File: config.mk
export PLATFORM = sky130hd
export DESIGN_NAME = rtc_bcd_clock
export DESIGN_NICKNAME = d
export VERILOG_FILES = /design/src/rtl/rtc_pkg.sv /design/src/rtl/rtc_prescaler.sv /design/src/rtl/rtc_calendar.sv /design/src/rtl/rtc_alarm.sv /design/src/rtl/rtc_bcd_clock.sv
export SDC_FILE = /design/constraint.sdc
export NUM_CORES = 1
export LEC_CHECK = 0
export BUFFER_PORTS_ARGS = -buffer_cell sky130_fd_sc_hd__buf_2
export CAP_MARGIN = 20
export CORE_ASPECT_RATIO = 0.8
export CORE_MARGIN = 8
export CORE_UTILIZATION = 45
export CTS_CLUSTER_DIAMETER = 40
export DETAILED_ROUTE_END_ITERATION = 8
export HOLD_SLACK_MARGIN = 0.15
export PLACE_DENSITY = 0.67
export SYNTH_ARGS = -nofsm -noshare
export SYNTH_HDL_FRONTEND = slang
export SYNTH_SLANG_ARGS = --single-unit
File: constraint.sdc
create_clock -name clk_i -period 4.65 [get_ports clk_i]
set_clock_uncertainty 0.05 [all_clocks]
set_input_delay 0.2325 -clock clk_i [delete_from_list [all_inputs] [get_ports clk_i]]
set_output_delay 0.2325 -clock clk_i [all_outputs]
set_load 0.02 [all_outputs]
File: src/rtl/rtc_pkg.sv
package rtc_pkg;

  localparam int FIELD_N = 8;
  localparam int IDX_W   = $clog2(FIELD_N);

  typedef struct packed {
    logic [7:0] sec;
    logic [7:0] min;
    logic       hflag;
    logic [5:0] hour;
    logic [7:0] day;
    logic [7:0] mon;
    logic [7:0] year;
    logic [2:0] wday;
    logic [7:0] cent;
  } rtc_time_t;

  function automatic logic [7:0] bcd_inc(input logic [7:0] v);
    logic [7:0] r;
    if (v[3:0] >= 4'd9) begin
      r[3:0] = 4'd0;
      r[7:4] = (v[7:4] >= 4'd9) ? 4'd0 : v[7:4] + 4'd1;
    end else begin
      r = {v[7:4], v[3:0] + 4'd1};
    end
    return r;
  endfunction

  function automatic int bcd_val(input logic [7:0] v);
    return int'(v[7:4]) * 10 + int'(v[3:0]);
  endfunction

  function automatic logic leap_year(input logic [7:0] yr, input logic [7:0] ce);
    int y;
    int c;
    y = bcd_val(yr);
    c = bcd_val(ce);
    if (y == 0) return (c % 4) == 0;
    return (y % 4) == 0;
  endfunction

  function automatic logic [7:0] month_last(input logic [7:0] mo, input logic [7:0] yr,
                                            input logic [7:0] ce);
    case (mo)
      8'h02:                      return leap_year(yr, ce) ? 8'h29 : 8'h28;
      8'h04, 8'h06, 8'h09, 8'h11: return 8'h30;
      default:                    return 8'h31;
    endcase
  endfunction

  function automatic logic [7:0] get_field(input rtc_time_t t, input logic [IDX_W-1:0] i);
    case (i)
      3'd0:    return t.sec;
      3'd1:    return t.min;
      3'd2:    return {t.hflag, 1'b0, t.hour};
      3'd3:    return t.day;
      3'd4:    return t.mon;
      3'd5:    return t.year;
      3'd6:    return {5'd0, t.wday};
      default: return t.cent;
    endcase
  endfunction

  function automatic rtc_time_t put_field(input rtc_time_t t, input logic [IDX_W-1:0] i,
                                          input logic [7:0] d);
    rtc_time_t r;
    r = t;
    case (i)
      3'd0: r.sec = d;
      3'd1: r.min = d;
      3'd2: begin
        r.hflag = d[7];
        r.hour  = d[5:0];
      end
      3'd3: r.day  = d;
      3'd4: r.mon  = d;
      3'd5: r.year = d;
      3'd6: r.wday = d[2:0];
      default: r.cent = d;
    endcase
    return r;
  endfunction

endpackage

File: src/rtl/rtc_prescaler.sv
module rtc_prescaler #(
  parameter int TICKS_PER_SEC = 32768,
  parameter int PPM_WINDOW    = 100000
) (
  input  logic       clk_i,
  input  logic       rst_ni,
  input  logic       tick_i,
  input  logic [2:0] trim_i,
  output logic       sec_adv_o
);
  localparam int PW = $clog2(TICKS_PER_SEC) + 2;
  localparam int WW = $clog2(PPM_WINDOW + 1);

  logic [PW-1:0] pre_q;
  logic [WW-1:0] win_q;
  logic [1:0]    debt_q;
  logic [1:0]    units;
  logic          win_end;
  logic [PW-1:0] step;
  logic [PW-1:0] sum;

  assign units   = {trim_i[0], trim_i[1]};
  assign win_end = tick_i && (win_q == WW'(PPM_WINDOW - 1));

  always_comb begin
    if (debt_q != 2'd0)                step = '0;
    else if (win_end && units != 2'd0) step = trim_i[2] ? '0 : PW'(units) + PW'(1);
    else                               step = PW'(1);
  end

  assign sum       = pre_q + step;
  assign sec_adv_o = tick_i && (sum >= PW'(TICKS_PER_SEC));

  always_ff @(posedge clk_i) begin
    if (!rst_ni) begin
      pre_q  <= '0;
      win_q  <= '0;
      debt_q <= '0;
    end else if (tick_i) begin
      win_q <= win_end ? '0 : win_q + WW'(1);
      pre_q <= sec_adv_o ? sum - PW'(TICKS_PER_SEC) : sum;
      if (debt_q != 2'd0)
        debt_q <= debt_q - 2'd1;
      else if (win_end && trim_i[2] && units != 2'd0)
        debt_q <= units - 2'd1;
    end
  end
endmodule

File: src/rtl/rtc_calendar.sv
module rtc_calendar
  import rtc_pkg::*;
(
  input  logic             clk_i,
  input  logic             rst_ni,
  input  logic             sec_adv_i,
  input  logic             wr_en_i,
  input  logic [IDX_W-1:0] wr_idx_i,
  input  logic [7:0]       wr_data_i,
  output rtc_time_t        time_o
);
  rtc_time_t cur_q;
  rtc_time_t nxt;
  logic [7:0] last_day;

  assign last_day = month_last(cur_q.mon, cur_q.year, cur_q.cent);

  always_comb begin
    nxt = cur_q;
    if (sec_adv_i) begin
      if (cur_q.sec != 8'h59) begin
        nxt.sec = bcd_inc(cur_q.sec);
      end else begin
        nxt.sec = 8'h00;
        if (cur_q.min != 8'h59) begin
          nxt.min = bcd_inc(cur_q.min);
        end else begin
          nxt.min = 8'h00;
          if ({2'b00, cur_q.hour} != 8'h23) begin
            nxt.hour = bcd_inc({2'b00, cur_q.hour})[5:0];
          end else begin
            nxt.hour = 6'h00;
            nxt.wday = (cur_q.wday >= 3'd6) ? 3'd0 : cur_q.wday + 3'd1;
            if (cur_q.day != last_day) begin
              nxt.day = bcd_inc(cur_q.day);
            end else begin
              nxt.day = 8'h01;
              if (cur_q.mon != 8'h12) begin
                nxt.mon = bcd_inc(cur_q.mon);
              end else begin
                nxt.mon = 8'h01;
                if (cur_q.year != 8'h99) begin
                  nxt.year = bcd_inc(cur_q.year);
                end else begin
                  nxt.year = 8'h00;
                  nxt.cent = bcd_inc(cur_q.cent);
                end
              end
            end
          end
        end
      end
    end
    if (wr_en_i) nxt = put_field(cur_q, wr_idx_i, wr_data_i);
  end

  always_ff @(posedge clk_i) begin
    if (!rst_ni) begin
      cur_q       <= '0;
      cur_q.day   <= 8'h01;
      cur_q.mon   <= 8'h01;
      cur_q.cent  <= 8'h20;
    end else begin
      cur_q <= nxt;
    end
  end

  assign time_o = cur_q;
endmodule

File: src/rtl/rtc_alarm.sv
module rtc_alarm
  import rtc_pkg::*;
(
  input  logic             clk_i,
  input  logic             rst_ni,
  input  logic             wr_en_i,
  input  logic [IDX_W-1:0] wr_idx_i,
  input  logic [7:0]       wr_data_i,
  input  rtc_time_t        now_i,
  input  logic             clr_i,
  output rtc_time_t        bank_o,
  output logic             flag_o
);
  rtc_time_t bank_q;
  logic      match;
  logic      match_q;
  logic      flag_q;

  assign match = (bank_q.sec  == now_i.sec)  && (bank_q.min  == now_i.min) &&
                 (bank_q.hour == now_i.hour) && (bank_q.day  == now_i.day) &&
                 (bank_q.mon  == now_i.mon)  && (bank_q.year == now_i.year);

  always_ff @(posedge clk_i) begin
    if (!rst_ni) begin
      bank_q  <= '0;
      match_q <= 1'b1;
      flag_q  <= 1'b0;
    end else begin
      if (wr_en_i) bank_q <= put_field(bank_q, wr_idx_i, wr_data_i);
      match_q <= match;
      if (match && !match_q) flag_q <= 1'b1;
      else if (clr_i)        flag_q <= 1'b0;
    end
  end

  assign bank_o = bank_q;
  assign flag_o = flag_q;
endmodule

File: src/rtl/rtc_bcd_clock.sv
module rtc_bcd_clock
  import rtc_pkg::*;
#(
  parameter int         TICKS_PER_SEC = 32768,
  parameter int         PPM_WINDOW    = 100000,
  parameter logic [7:0] CLK_BASE      = 8'h30,
  parameter logic [7:0] ALM_BASE      = 8'h00,
  parameter logic [7:0] TRIM_ADDR     = 8'h10
) (
  input  logic       clk_i,
  input  logic       rst_ni,
  input  logic       tick_i,
  input  logic       wr_en_i,
  input  logic [7:0] wr_addr_i,
  input  logic [7:0] wr_data_i,
  input  logic [7:0] rd_addr_i,
  output logic [7:0] rd_data_o,
  input  logic       alarm_clr_i,
  output logic       alarm_o
);
  localparam int BANK_HI = 8 - IDX_W;

  rtc_time_t  now_t;
  rtc_time_t  alm_t;
  logic [2:0] trim_q;
  logic       sec_adv;
  logic       wr_clk;
  logic       wr_alm;

  assign wr_clk = wr_en_i && (wr_addr_i[7:IDX_W] == CLK_BASE[7:IDX_W]);
  assign wr_alm = wr_en_i && (wr_addr_i[7:IDX_W] == ALM_BASE[7:IDX_W]);

  always_ff @(posedge clk_i) begin
    if (!rst_ni)                                 trim_q <= '0;
    else if (wr_en_i && wr_addr_i == TRIM_ADDR)  trim_q <= wr_data_i[2:0];
  end

  rtc_prescaler #(
    .TICKS_PER_SEC(TICKS_PER_SEC),
    .PPM_WINDOW   (PPM_WINDOW)
  ) u_pre (
    .clk_i    (clk_i),
    .rst_ni   (rst_ni),
    .tick_i   (tick_i),
    .trim_i   (trim_q),
    .sec_adv_o(sec_adv)
  );

  rtc_calendar u_cal (
    .clk_i    (clk_i),
    .rst_ni   (rst_ni),
    .sec_adv_i(sec_adv),
    .wr_en_i  (wr_clk),
    .wr_idx_i (wr_addr_i[IDX_W-1:0]),
    .wr_data_i(wr_data_i),
    .time_o   (now_t)
  );

  rtc_alarm u_alm (
    .clk_i    (clk_i),
    .rst_ni   (rst_ni),
    .wr_en_i  (wr_alm),
    .wr_idx_i (wr_addr_i[IDX_W-1:0]),
    .wr_data_i(wr_data_i),
    .now_i    (now_t),
    .clr_i    (alarm_clr_i),
    .bank_o   (alm_t),
    .flag_o   (alarm_o)
  );

  always_comb begin
    if (rd_addr_i[7:IDX_W] == CLK_BASE[7:BANK_HI-BANK_HI+IDX_W])
      rd_data_o = get_field(now_t, rd_addr_i[IDX_W-1:0]);
    else if (rd_addr_i[7:IDX_W] == ALM_BASE[7:IDX_W])
      rd_data_o = get_field(alm_t, rd_addr_i[IDX_W-1:0]);
    else if (rd_addr_i == TRIM_ADDR)
      rd_data_o = {5'd0, trim_q};
    else
      rd_data_o = 8'h00;
  end
endmodule

==> metrics.md <==
| Metric | Value |
|---|---|
| Outcome | completed |
| CP Max Fanout | 6 |
| Final hold violations | 0 |
| IO Port Bufs | 37 |
| CTS H-tree lvls | 4 |
| Slew @ Worst Pin | ~870 ps |
| Detailed Route Iter0 Violations | 1350 |
| Max-cap check violation count | 0 |
| Nets | ~1500 |
| Via density | ~6 |
| Antenna viol nets, final | 0 |
| Setup Viol. Count Final | 0 |
| Filler instances | approximately 2200 |
| Fin crit share | 0.962 |
| GR Overflow Total | 0 |
| Register area | 3140 µm² |
| Clock Tree Buf Depth | 2 |
| CP startpoint kind | flop |
| P&R area growth vs syn | 14.9% |
| CP Data Required Time | 4930 ps |
| Fin. max-slew vios | 0 |
| Initial Util | 0.455 |
| WL/cell | ~20 µm |
| Clock sink count | roughly 160 |
| Post-DP HPWL | ~26000 µm |
| FMAX | 0.223 GHz |
| Clock root cell | clkbuf_16 |
| Reg2reg setup slack | approximately 170 ps |
| Synth Area per Inst | 7.83 µm² |
| Vias in the first global route | approximately 9800 |
| Fin crit period | between 4000 and 5000 ps |
| Routability cong. | between 1 and 1.5 |
| #FFs+latches synth | approximately 160 |
| Antenna fix cells | 0 |
| CP endpoint kind | flop |
| CTS tree | done |
| Layout cells sized above 1 | 0.138 |
| Hold Crit Class | primary input to flop |
| Die X | 187 µm |
| Core ar. | 23200 µm² |
| Post-synth top area cell | dfxtp_1 |
| Top cells by area, synth | dfxtp_1 30%, ha_1 6.9%, nand2_1 5.5%, nor2_1 4.8%, xnor2_1 4.4% |
| Clk pin slew, worst setup/hold paths | 80 ps |
| Async S/R FF share, synth | 0 |
| VDD IR-drop max | about 0.23 mV |
| Non-Filler Instances | ~1700 |
| Largest net degree at the start of global routing | 78 |
| Skew-Pair Late Insertion Delay | roughly 440 ps |
| CP Class | flop to flop |
| Netlist Area Pre-Place | around 11000 µm² |
| Synth Net Count | around 1400 |
| Wire length of the first global-routing pass | ~55000 µm |
| P per Cell Area | 260 nW/µm² |
| Yosys top cell area share | 0.298 |
| I/O pin cnt | 38 |
| Chip Height | between 150 and 200 µm |
| Post-Route Utilization | 0.522 |
| Top FF cell, synth | dfxtp_1 |
| Library cells used by synthesis | 94 |
| Area of the multi-input gates | around 6900 µm² |
| Placed cell area | approximately 11000 µm² |
| Via count | between 10000 and 15000 |
| Register area share after synthesis | 0.298 |
| Yosys warns | 0 |
| Die ar. | roughly 29000 µm² |
| TritonRoute pass-1 iters | 9 |
| Post-synthesis cell count | approximately 1300 |
| Max-slew headroom | 0.413 |
| Pleak | between 4 and 5 nW |
| Routed Wire Length | 35500 µm |
| GRT Overall Usage | 0.241 |
| Initial antenna violation count | 0 |
| CTS buffer count | 17 |
| EDFF count, synth | 0 |
| Dpl cells | 1684 |
| Site Rows | 50 |
| DRC | 0 |
| Post-route design area | around 12000 µm² |
| CP arrival | about 4800 ps |
-- layout make-up --
cell class | count | area share
inverters | 60 | 0.0188
well taps | 312 | 0.0322
repair buffers | 116 | 0.0662
clock inverters | 15 | 0.0155
clock buffers | 17 | 0.0351
flip-flops and latches | 157 | 0.259
multi-input cells | 1052 | 0.573
-- state kept, by name (all words and copies together) (netlist names) --
signal	flops
u_pre.win_q	17
u_alm.bank_o	58
u_cal.time_o	58
u_alm.match_q	1
trim_q	3
u_pre.pre_q	17
u_pre.debt_q	2
u_alm.flag_o	1
-- power breakdown --
group,leakage [nW],switching (mW),internal [mW],total [mW]
combinational,3.03,0.197,0.111,0.308
sequential,1.27,0.0243,1.36,1.38
clock,0.300,0.724,0.735,1.46
total,4.59,0.945,2.20,3.15
-- cells in the mapped netlist (7+ instances only) --
master / instances
a211oi_1: 14
a21boi_0: 8
a21oi_1: 88
a221oi_1: 9
a31oi_1: 18
and2_1: 7
and3_1: 10
buf_2: 7
clkbuf_1: 67
dfxtp_1: 157
ha_1: 58
inv_1: 59
mux2i_1: 42
nand2_1: 154
nand2b_1: 11
nand3_1: 90
nand3b_1: 7
nand4_1: 29
nor2_1: 136
nor2b_1: 13
nor3_1: 19
nor3b_1: 7
nor4_1: 7
o211ai_1: 15
o21a_1: 8
o21ai_0: 59
o221ai_1: 9
o22ai_1: 11
o31ai_1: 10
or3_1: 10
xnor2_1: 53
xor2_1: 30
-- through the flow --
step                      setup WS (ps)  hold slack, ps  total power [mW]  setup TNS (ps)
after floorplan                     118             326              1.58               0
after global placement            -11.9             398              1.69           -11.9
after detailed placement          -67.8             404              1.69            -732
after CTS                          4.24             159              3.14               0
after global routing              -55.6             174              3.24            -348
final                               175             180              3.15               0
-- placed cells by master (no fill, tap or decap), drive strengths merged, types with 9 or more instances in the layout --
cell type and instances:
nor4 9, nand4 31, o211ai 15, a21oi 91, or3 11, nand3 90, ha 58, buf 109
o31ai 10, nor2b 13, xor2 30, o22ai 11, xnor2 53, nor3 19, nand2 154, nor2 137
mux2i 42, a221oi 9, dfxtp 157, and3 10, inv 67, o21ai 66, nand2b 12, o221ai 9
a211oi 15, clkbuf 17, a31oi 18
-- path summary, 6_finish.rpt --
path	start	end	cells after the start
worst max-delay path	u_pre.win_q[12]	u_cal.time_o[22]	20
worst max register to register	u_pre.win_q[12]	u_cal.time_o[22]	20
worst min-delay path	wr_data_i[3]	u_alm.bank_o[53]	3
worst min register to register	u_cal.time_o[41]	u_cal.time_o[41]	2
-- logic make-up after synthesis --
kind of cell	Yosys count	synth area share
AO/OA/AOI/OAI	326	0.210
XOR/XNOR	83	0.0689
adder cells (fa/ha/maj)	61	0.0745
buffers and inverters	139	0.0524
flip-flops	157	0.298
multiplexers	49	0.0505
AND/OR/NAND/NOR	533	0.246
-- critical path, stage by stage, from the launching register on --
cell	delay (ps)
dfxtp_1	320
or4b_4	560
nor4b_4	230
buf_4	150
nand3_1	90
nor2_2	140
o21a_1	120
nor3_1	50
ha_2	190
fa_2	410
xor2_2	170
or3_4	390
nor3_4	190
nand4_1	100
o311ai_1	320
buf_4	180
o211ai_1	150
buf_4	220
buf_4	140
a21oi_1	110
o22ai_1	80
-- metal layers --
layer,wire length [µm],global-route usage,share of wire,vias to the layer above
met3,4580,0.0648,0.13,78
met5,0,0,0,-
li1,-,-,-,4930
met2,14600,0.339,0.41,593
met1,15500,0.345,0.44,5000
met4,881,0.0827,0.025,0
-- repair_timing --
action | CTS | global route
endpoints found under the hold margin | 29 | 0
hold buffers | 7 | 0
pin swaps | 1 | 16
gates resized for setup | 2 | 18
endpoints found under the setup margin | 37 | 54
buffers inserted | 0 | 6
No activity file was read; power rests on OpenSTA's default activity.
